`src/rtl/usb_out_bank_pkg.sv`:
```
package usb_out_bank_pkg;
  // flag vector order: {crc, udf, ovf, rx}
  typedef struct packed {
    logic crc;
    logic udf;
    logic ovf;
    logic rx;
  } ep_flags_t;

  function automatic logic irq_reduce(ep_flags_t f, ep_flags_t en);
    return |(f & en);
  endfunction

  function automatic logic sticky_next(logic cur, logic set, logic clr);
    return set | (cur & ~clr);
  endfunction
endpackage

```
`src/rtl/usb_out_bank_mem.sv`:
```
module usb_out_bank_mem #(
  parameter int DEPTH = 64,
  parameter int W     = 8,
  parameter int AW    = $clog2(DEPTH)
) (
  input  logic          clk,
  input  logic          we,
  input  logic [AW-1:0] waddr,
  input  logic [W-1:0]  wdata,
  input  logic [AW-1:0] raddr,
  output logic [W-1:0]  rdata
);
  logic [W-1:0] store [DEPTH];

  always_ff @(posedge clk) begin
    if (we) store[waddr] <= wdata;
  end

  assign rdata = store[raddr];
endmodule

```
`src/rtl/usb_out_bank_rx.sv`:
```
module usb_out_bank_rx #(
  parameter int DEPTH = 64,
  parameter int AW    = $clog2(DEPTH),
  parameter int CW    = $clog2(DEPTH + 1)
) (
  input  logic          clk,
  input  logic          rst_n,
  input  logic          pkt_start,
  input  logic          pkt_byte_vld,
  input  logic          pkt_end,
  input  logic          pkt_crc_bad,
  input  logic          cfg_iso,
  input  logic          rx_flag,
  input  logic          clr_rx,
  output logic          wr_en,
  output logic [AW-1:0] wr_addr,
  output logic [CW-1:0] cnt,
  output logic          start_ok,
  output logic          done_evt,
  output logic          ovf_evt,
  output logic          udf_evt,
  output logic          crc_evt
);
  logic in_pkt;
  logic trunc;
  logic room;
  logic byte_take;

  assign room      = cnt < CW'(DEPTH);
  assign start_ok  = pkt_start & ~rx_flag;
  assign udf_evt   = pkt_start & rx_flag;
  assign byte_take = in_pkt & pkt_byte_vld & ~pkt_end;
  assign wr_en     = byte_take & room;
  assign wr_addr   = cnt[AW-1:0];
  assign done_evt  = in_pkt & pkt_end;
  assign ovf_evt   = done_evt & trunc;
  assign crc_evt   = done_evt & pkt_crc_bad & cfg_iso;

  always_ff @(posedge clk) begin
    if (!rst_n) begin
      in_pkt <= 1'b0;
      trunc  <= 1'b0;
      cnt    <= '0;
    end else if (start_ok) begin
      in_pkt <= 1'b1;
      trunc  <= 1'b0;
      cnt    <= '0;
    end else begin
      if (pkt_end) in_pkt <= 1'b0;
      if (byte_take && !room) trunc <= 1'b1;
      if (wr_en) cnt <= cnt + 1'b1;
      else if (clr_rx && !in_pkt) cnt <= '0;
    end
  end
endmodule

```
`src/rtl/usb_out_bank_flags.sv`:
```
module usb_out_bank_flags
  import usb_out_bank_pkg::*;
(
  input  logic      clk,
  input  logic      rst_n,
  input  ep_flags_t set_v,
  input  ep_flags_t clr_v,
  input  ep_flags_t en_v,
  output ep_flags_t flags,
  output logic      irq
);
  always_ff @(posedge clk) begin
    if (!rst_n) begin
      flags <= '0;
      irq   <= 1'b0;
    end else begin
      flags.rx  <= sticky_next(flags.rx,  set_v.rx,  clr_v.rx);
      flags.ovf <= sticky_next(flags.ovf, set_v.ovf, clr_v.ovf);
      flags.udf <= sticky_next(flags.udf, set_v.udf, clr_v.udf);
      flags.crc <= sticky_next(flags.crc, set_v.crc, clr_v.crc);
      irq       <= irq_reduce(flags, en_v);
    end
  end
endmodule

```
`src/rtl/usb_out_bank.sv`:
```
module usb_out_bank
  import usb_out_bank_pkg::*;
#(
  parameter int BANK_BYTES = 64,
  parameter int DATA_W     = 8,
  localparam int AW        = $clog2(BANK_BYTES),
  localparam int CNT_W     = $clog2(BANK_BYTES + 1)
) (
  input  logic              clk,
  input  logic              rst_n,
  input  logic              pkt_start,
  input  logic              pkt_byte_vld,
  input  logic [DATA_W-1:0] pkt_byte,
  input  logic              pkt_end,
  input  logic              pkt_crc_bad,
  input  logic              cfg_iso,
  input  logic              cpu_rd,
  output logic [DATA_W-1:0] cpu_rd_data,
  output logic              cpu_rd_ok,
  input  logic              clr_rx,
  input  logic              clr_ovf,
  input  logic              clr_udf,
  input  logic              clr_crc,
  input  logic              en_rx,
  input  logic              en_ovf,
  input  logic              en_udf,
  input  logic              en_crc,
  output logic              rx_flag,
  output logic              ovf_flag,
  output logic              udf_flag,
  output logic              crc_flag,
  output logic [CNT_W-1:0]  byte_cnt,
  output logic              ep_irq
);
  logic          wr_en;
  logic [AW-1:0] wr_addr;
  logic          start_ok, done_evt, ovf_evt, udf_evt, crc_evt;
  logic [CNT_W-1:0] rd_ptr;
  logic [AW-1:0] rd_addr;
  logic          rd_acc;
  ep_flags_t     set_v, clr_v, en_v, flags;

  usb_out_bank_rx #(.DEPTH(BANK_BYTES), .AW(AW), .CW(CNT_W)) u_rx (
    .clk(clk), .rst_n(rst_n), .pkt_start(pkt_start), .pkt_byte_vld(pkt_byte_vld),
    .pkt_end(pkt_end), .pkt_crc_bad(pkt_crc_bad), .cfg_iso(cfg_iso),
    .rx_flag(rx_flag), .clr_rx(clr_rx), .wr_en(wr_en), .wr_addr(wr_addr),
    .cnt(byte_cnt), .start_ok(start_ok), .done_evt(done_evt), .ovf_evt(ovf_evt),
    .udf_evt(udf_evt), .crc_evt(crc_evt)
  );

  usb_out_bank_mem #(.DEPTH(BANK_BYTES), .W(DATA_W), .AW(AW)) u_mem (
    .clk(clk), .we(wr_en), .waddr(wr_addr), .wdata(pkt_byte),
    .raddr(rd_addr), .rdata(cpu_rd_data)
  );

  // CPU read side
  assign cpu_rd_ok = rx_flag & (rd_ptr < byte_cnt);
  assign rd_acc    = cpu_rd & cpu_rd_ok;
  assign rd_addr   = (rd_ptr < CNT_W'(BANK_BYTES)) ? rd_ptr[AW-1:0] : '0;

  always_ff @(posedge clk) begin
    if (!rst_n)                  rd_ptr <= '0;
    else if (clr_rx || start_ok) rd_ptr <= '0;
    else if (rd_acc)             rd_ptr <= rd_ptr + 1'b1;
  end

  assign set_v = '{crc: crc_evt, udf: udf_evt, ovf: ovf_evt, rx: done_evt};
  assign clr_v = '{crc: clr_crc, udf: clr_udf, ovf: clr_ovf, rx: clr_rx};
  assign en_v  = '{crc: en_crc,  udf: en_udf,  ovf: en_ovf,  rx: en_rx};

  usb_out_bank_flags u_flags (
    .clk(clk), .rst_n(rst_n), .set_v(set_v), .clr_v(clr_v), .en_v(en_v),
    .flags(flags), .irq(ep_irq)
  );

  assign rx_flag  = flags.rx;
  assign ovf_flag = flags.ovf;
  assign udf_flag = flags.udf;
  assign crc_flag = flags.crc;
endmodule

```
`config.mk`:
```
export PLATFORM = sky130hd
export DESIGN_NAME = usb_out_bank
export DESIGN_NICKNAME = d
export VERILOG_FILES = /design/src/rtl/usb_out_bank_pkg.sv /design/src/rtl/usb_out_bank_mem.sv /design/src/rtl/usb_out_bank_rx.sv /design/src/rtl/usb_out_bank_flags.sv /design/src/rtl/usb_out_bank.sv
export SDC_FILE = /design/constraint.sdc
export NUM_CORES = 1
export LEC_CHECK = 0
export BUFFER_PORTS_ARGS = -buffer_cell sky130_fd_sc_hd__buf_4
export CAP_MARGIN = 10
export CORE_MARGIN = 2
export CORE_UTILIZATION = 30
export CTS_CLUSTER_SIZE = 16
export DETAILED_ROUTE_END_ITERATION = 16
export PLACE_DENSITY = 0.49
export SYNTH_ARGS = -nofsm -noshare
export SYNTH_HDL_FRONTEND = slang
export SYNTH_SLANG_ARGS = --single-unit
export TNS_END_PERCENT = 100
```
`constraint.sdc`:
```
create_clock -name clk -period 3.6 [get_ports clk]
set_clock_uncertainty 0.15 [all_clocks]
set_input_delay 0.18 -clock clk [delete_from_list [all_inputs] [get_ports clk]]
set_output_delay 0.18 -clock clk [all_outputs]
set_load 0.02 [all_outputs]
```
**Word level (Yosys, flattened, before mapping)**

Memories as Yosys holds them, arrays and structs flattened.
Index checks and enable logic that the tools add are counted.

- Register bits: 21
- Memory bits (writable): 512
- Output and inout port bits: 21
- Memories kept: 1

Memory list:

| memory | depth | bits a word | rd ports | clocked after Yosys merged registers in | wr ports | line | RTL |
|---|---|---|---|---|---|---|---|
| u_mem.store | 64 | 8 | 1 | 0 | 1 | usb_out_bank_mem.sv:13 | `logic [W-1:0] store [DEPTH];` |

- Add/sub/neg operators: 2
- Bitwise operators: 27
- Multiplexer cells: 7
- $lt $le $gt $ge: 3
- Reduce and logical (&&, ||, !) cells: 10

Operators by type and width:

| cell | count |
|---|---|
| $and 1x1->1 | 15 |
| $add 7x1->7 const B | 2 |
| $lt 7x7->1 const B | 2 |
| $mux 7 | 2 |
| $lt 7x7->1 | 1 |
| $not 1->1 | 7 |
| $mux 6 | 1 |
| $and 4x4->4 | 1 |
| $mux 1 | 4 |
| $or 1x1->1 | 4 |
| $reduce_bool 2->1 | 2 |
| $reduce_or 2->1 | 2 |
| $reduce_or 4->1 | 1 |
| $logic_and 1x1->1 | 2 |
| $logic_not 1->1 | 2 |
| $logic_or 1x1->1 | 1 |

**Logic depth before layout (Yosys ltp)**

- Depth after elaboration: 5
- Depth in mapped cells: 10
- Depth with buffers taken out: 8

**Modules after synthesis**

A second synthesis with hierarchy kept.

- Cell total of the unflattened synthesis: 1078
- Area total of the unflattened synthesis: 21214.1 µm²

Modules (own cells, without submodules):

| module | cells each | area each (µm²) | times used |
|---|---|---|---|
| usb_out_bank_mem | 932 | 20006.7 | 1 |
| usb_out_bank | 71 | 539.3 | 1 |
| usb_out_bank_rx | 59 | 486.7 | 1 |
| usb_out_bank_flags | 16 | 181.4 | 1 |

**Worst setup path before layout**

No wires, ideal clock.

- Path kind: reg-to-reg
- Start: register u_rx.cnt[4]
- End: register rd_ptr[2]
- Buffers on the path: 2
- Stages on the path, launching flop included: 11
- Period minus slack after synthesis: 2.701 ns
- Arrival time: 2.481 ns
- Path slack: 0.899 ns
- Required time: 3.380 ns
- Cells stage by stage: dfxtp_1 -> clkbuf_1 -> inv_1 -> ha_1 -> a21oi_1 -> nor2_1 -> a2111oi_0 -> o21ai_1 -> clkbuf_1 -> or3_1 -> a21oi_1

- Longest elaborated chain between the ends: 3

Ends and longest elaborated chain:

| item | line | RTL |
|---|---|---|
| start, declared | usb_out_bank_rx.sv:17 | `output logic [CW-1:0] cnt,` |
| start signal, assigned | usb_out_bank_rx.sv:51 | `if (wr_en) cnt <= cnt + 1'b1;` |
| $lt 7x7->1 | usb_out_bank.sv:57 | `assign cpu_rd_ok = rx_flag & (rd_ptr < byte_cnt);` |
| $and 1x1->1 | usb_out_bank.sv:57 |  |
| $and 1x1->1 | usb_out_bank.sv:58 | `assign rd_acc = cpu_rd & cpu_rd_ok;` |
| end signal, assigned | usb_out_bank.sv:64 | `else if (rd_acc) rd_ptr <= rd_ptr + 1'b1;` |
| end, declared | usb_out_bank.sv:38 | `logic [CNT_W-1:0] rd_ptr;` |

Every way passes these cells.
A chain may end at the register's enable or synchronous reset.

**Worst setup path in the final report**

- Start: register rd_ptr[6]
- End: output port cpu_rd_data[5]

- Longest elaborated chain between the ends: 3

Ends and longest elaborated chain:

| item | line | RTL |
|---|---|---|
| $lt 7x7->1 | usb_out_bank.sv:59 | `assign rd_addr = (rd_ptr < CNT_W'(BANK_BYTES)) ? rd_ptr[AW-1:0] : '0;` |
| $mux 6 | usb_out_bank.sv:59 |  |
| $mem_v2 64x8 | -- |  |
| end, declared | usb_out_bank.sv:18 | `output logic [DATA_W-1:0] cpu_rd_data,` |

Every way passes these cells.

==> impl_metrics.env <==
export IMPL_status="finished, final reports clean"
export IMPL_r2r_start="u_rx.cnt[3]$_SDFFE_PP0P_"
export IMPL_rows=98
export IMPL_critPathLaunchType="flop"
export IMPL_synth_edf_count=512
export IMPL_hp_class="in -> reg"
export IMPL_track_usage=0.163
export IMPL_ir_worst_vdd_mv=0.378
export IMPL_fin_total_pwr_mw=12.4
export IMPL_totalWireLength_um=60500
export IMPL_internal_power_mw=9.95
export IMPL_async_reset_ff_frac=0
export IMPL_cellPowerDensity_nw_per_um2=488
export IMPL_whs_path_depth=1
export IMPL_path_class="reg -> out"
export IMPL_die_y_um=272
export IMPL_ys_flop_type="edfxtp_1"
export IMPL_overflow=0
export IMPL_tightest_slew_ns=0.915
export IMPL_yosysSeqAreaShare=0.734
export IMPL_final_antenna_net_count=0
export IMPL_detail_route_wl_per_cell_um=24.2
export IMPL_comb_power_share=0.015
export IMPL_clk_pin_slew_ns=0.06
export IMPL_fin_util=0.358
export IMPL_fmax_mhz=283
export IMPL_core_um2=71200
export IMPL_switching_share=0.200
export IMPL_initial_core_util=0.302
export IMPL_r2r_end="rd_ptr[2]$_SDFFE_PP0P_"
export IMPL_yosys_warnings=0
export IMPL_syn_to_final_growth_pct=18.5
export IMPL_drv_cap=0
export IMPL_reg2reg_depth=9
export IMPL_die_w_um=272
export IMPL_cts_sinks=533
export IMPL_cts_buffer_depth=3
export IMPL_end_kind="output pin"
export IMPL_route_detailed_drc=0
export IMPL_min_period_over_period=0.982
export IMPL_grt_max_degree=65
export IMPL_seqPwrFrac=0.546
export IMPL_dp_hpwl_um=37300
export IMPL_cts_tree="built"
export IMPL_ys_ff_latch=533
export IMPL_hold_viol=0
export IMPL_min_from="pkt_byte[4]"
export IMPL_dr_pass1_iters=5
export IMPL_nNetsFinal=1539
export IMPL_fin_ws_ns=0.0652
export IMPL_root_buffer="clkbuf_16"
export IMPL_synth_cells=1364
export IMPL_die_area_um2=73800
export IMPL_pwr_share_clk=0.439
export IMPL_drt_iter0_drc=1185
export IMPL_grt_pass1_wl_um=88900
export IMPL_fin_crit_ns=3.53
export IMPL_setup_viol=0
export IMPL_dp_cells=2377
export IMPL_power_net_switching_mw=2.49
export IMPL_insertion_delay_ns=0.61
export IMPL_routabilityCongestion=0.817
export IMPL_vias_per_cell=5.08
export IMPL_synth_nets=1396
export IMPL_relSlewSlack=0.390
export IMPL_rsz0062_at_grt="yes"
export IMPL_vias=12700
export IMPL_htree_levels=2
export IMPL_drive_gt1_frac=0.203
export IMPL_hold_end="u_mem.store[37][4]$_DFFE_PP_"
export IMPL_dpl_worst_slack_ns=0.137
export IMPL_required_ns=3.27
export IMPL_cp_arrival_ns=3.20
export IMPL_ff2ff_setup_slack_ns=0.31
export IMPL_syn_area_um2=21500
export IMPL_instances_no_fill=2500
export IMPL_synth_cell_type_count=68
export IMPL_tns_ns=0
export IMPL_leakage_nw=8.08
export IMPL_grt_pass1_vias=12900
export IMPL_io_pins=45
export IMPL_io_buffers=44
export IMPL_cts_buffers=56
export IMPL_path_max_fanout=25
export IMPL_num_antenna_cells=0
export IMPL_antenna_found_initial=0
export IMPL_slew_violations=0
export IMPL_avgSynthCellArea_um2=15.8
## per-layer routing
metal	global-route usage	up-vias	wire length (um)
li1	-	5736	-
met5	0	-	0
met2	0.277	335	30100
met1	0.216	6563	26100
met4	0.0453	0	1400
met3	0.0257	76	2930
## per-stage QoR
step	hold slack, ns	instance area [um^2]
global route	0.0662	25500
finish	0.0427	25500
detailed placement	0.293	23400
floorplan	0.129	21500
CTS	0.0467	25400
global placement	0.291	23400
## synthesized netlist by cell type, drive strengths merged, types with 3 or more instances
cell	count	area, um^2
edfxtp	512	15400
nor2	122	473
mux2i	92	921
nand2	83	312
buf	65	404
o21ai	52	260
o221ai	40	350
o22ai	40	250
nand3	33	165
mux2	31	349
a21oi	26	134
dfxtp	21	420
a22oi	18	135
o211ai	17	128
clkbuf	16	60.1
a32o	14	140
nand2b	11	71.3
mux4	10	225
nor3	10	55.1
nor4	10	75.1
a2111oi	9	91.3
a211oi	9	67.6
inv	9	33.8
nand3b	9	67.6
a22o	8	70.1
and4	8	70.1
ha	8	100
nor2b	8	50.1
o221a	8	90.1
a222oi	7	70.1
a41o	7	70.1
o211a	7	70.1
a21boi	5	37.5
nand4	5	31.3
or3	5	31.3
o31a	3	26.3
or2	3	18.8
or3b	3	26.3
## kinds of logic (layout without fill, tap and decap cells)
| kind of cell | after synthesis | in the layout | share of synthesized area |
|---|---|---|---|
| flip-flops | 533 | 533 | 0.734 |
| multiplexers | 133 | 133 | 0.0695 |
| XOR/XNOR | 1 | 1 | 0.000407 |
| buffers and inverters | 91 | 277 | 0.0233 |
| AND/OR/NAND/NOR | 319 | 319 | 0.0714 |
| AO/OA/AOI/OAI | 279 | 279 | 0.0962 |
| adder cells (fa/ha/maj) | 8 | 8 | 0.00465 |
## power by group through the flow
| stage | combinational, mW | sequential (mW) | clock, mW |
|---|---|---|---|
| finish | 0.184 | 6.80 | 5.46 |
| CTS | 0.191 | 6.80 | 5.58 |
| global route | 0.200 | 6.79 | 5.81 |
| global placement | 0.175 | 6.93 | 0 |
| detailed placement | 0.180 | 6.93 | 0 |
| floorplan | 0.0207 | 6.93 | 0 |
## state kept, by name (all words and copies together) (netlist names)
register       count
u_flags.irq        1
u_rx.in_pkt        1
u_mem.store      512
rd_ptr             7
u_rx.cnt           7
u_flags.flags      4
u_rx.trunc         1
## layout by cell type (no fill, tap or decap), types with 16 or more instances in the layout
cell type,netlist,routed
edfxtp_1,512,512
clkinv_1,1,19
clkbuf_16,0,56
o22ai_1,40,39
nand2_1,83,83
nand3_1,33,33
nor2_1,120,120
o21ai_0,51,49
a22oi_1,18,18
mux2i_1,92,92
buf_4,15,138
a21oi_1,25,25
dlygate4sd3_1,0,16
mux2_2,31,31
o221ai_1,40,40
o211ai_1,17,17
## timing repair
action                                 in CTS  in global routing
endpoints found under the hold margin      21                  0
resized for setup                          31                  9
hold buffers                               16                  0
pin swaps                                   3                  1
setup endpoints to repair                   8                  7
setup buffers                               3                  3
## worst max-delay path: stages, from the launching register on
cell,delay [ns]
dfxtp_2,0.35
buf_4,0.22
nor2b_2,0.20
buf_6,0.27
nand2_1,0.10
a32o_1,0.29
nor4_2,0.47
and4_4,0.33
a41o_1,0.18
buf_4,0.17
## worst max-delay path by stage
stage / end / from / slack [ns]
2_1_floorplan: rd_ptr[2]$_SDFFE_PP0P_ / u_rx.cnt[4]$_SDFFE_PP0P_ / 0.90
3_3_place_gp: cpu_rd_data[5] / rd_ptr[1]$_SDFFE_PP0P_ / 0.11
3_5_place_dp: cpu_rd_data[5] / rd_ptr[1]$_SDFFE_PP0P_ / 0.14
4_1_cts: cpu_rd_data[0] / rd_ptr[2]$_SDFFE_PP0P_ / 0.02
5_1_grt: cpu_rd_data[6] / rd_ptr[2]$_SDFFE_PP0P_ / -0.02
6_report: cpu_rd_data[5] / rd_ptr[6]$_SDFFE_PP0P_ / 0.07
## area by class of cell
type                       instances  area (um^2)
clock inverter                    36          284
tap                              950         1190
multi-input combinational        740         5300
inverter                          10         40.0
fill                            6758        45800
timing repair buffer             166         1410
sequential                       533        15800
clock buffer                      65         1440
(Power assumes the default switching activity.)
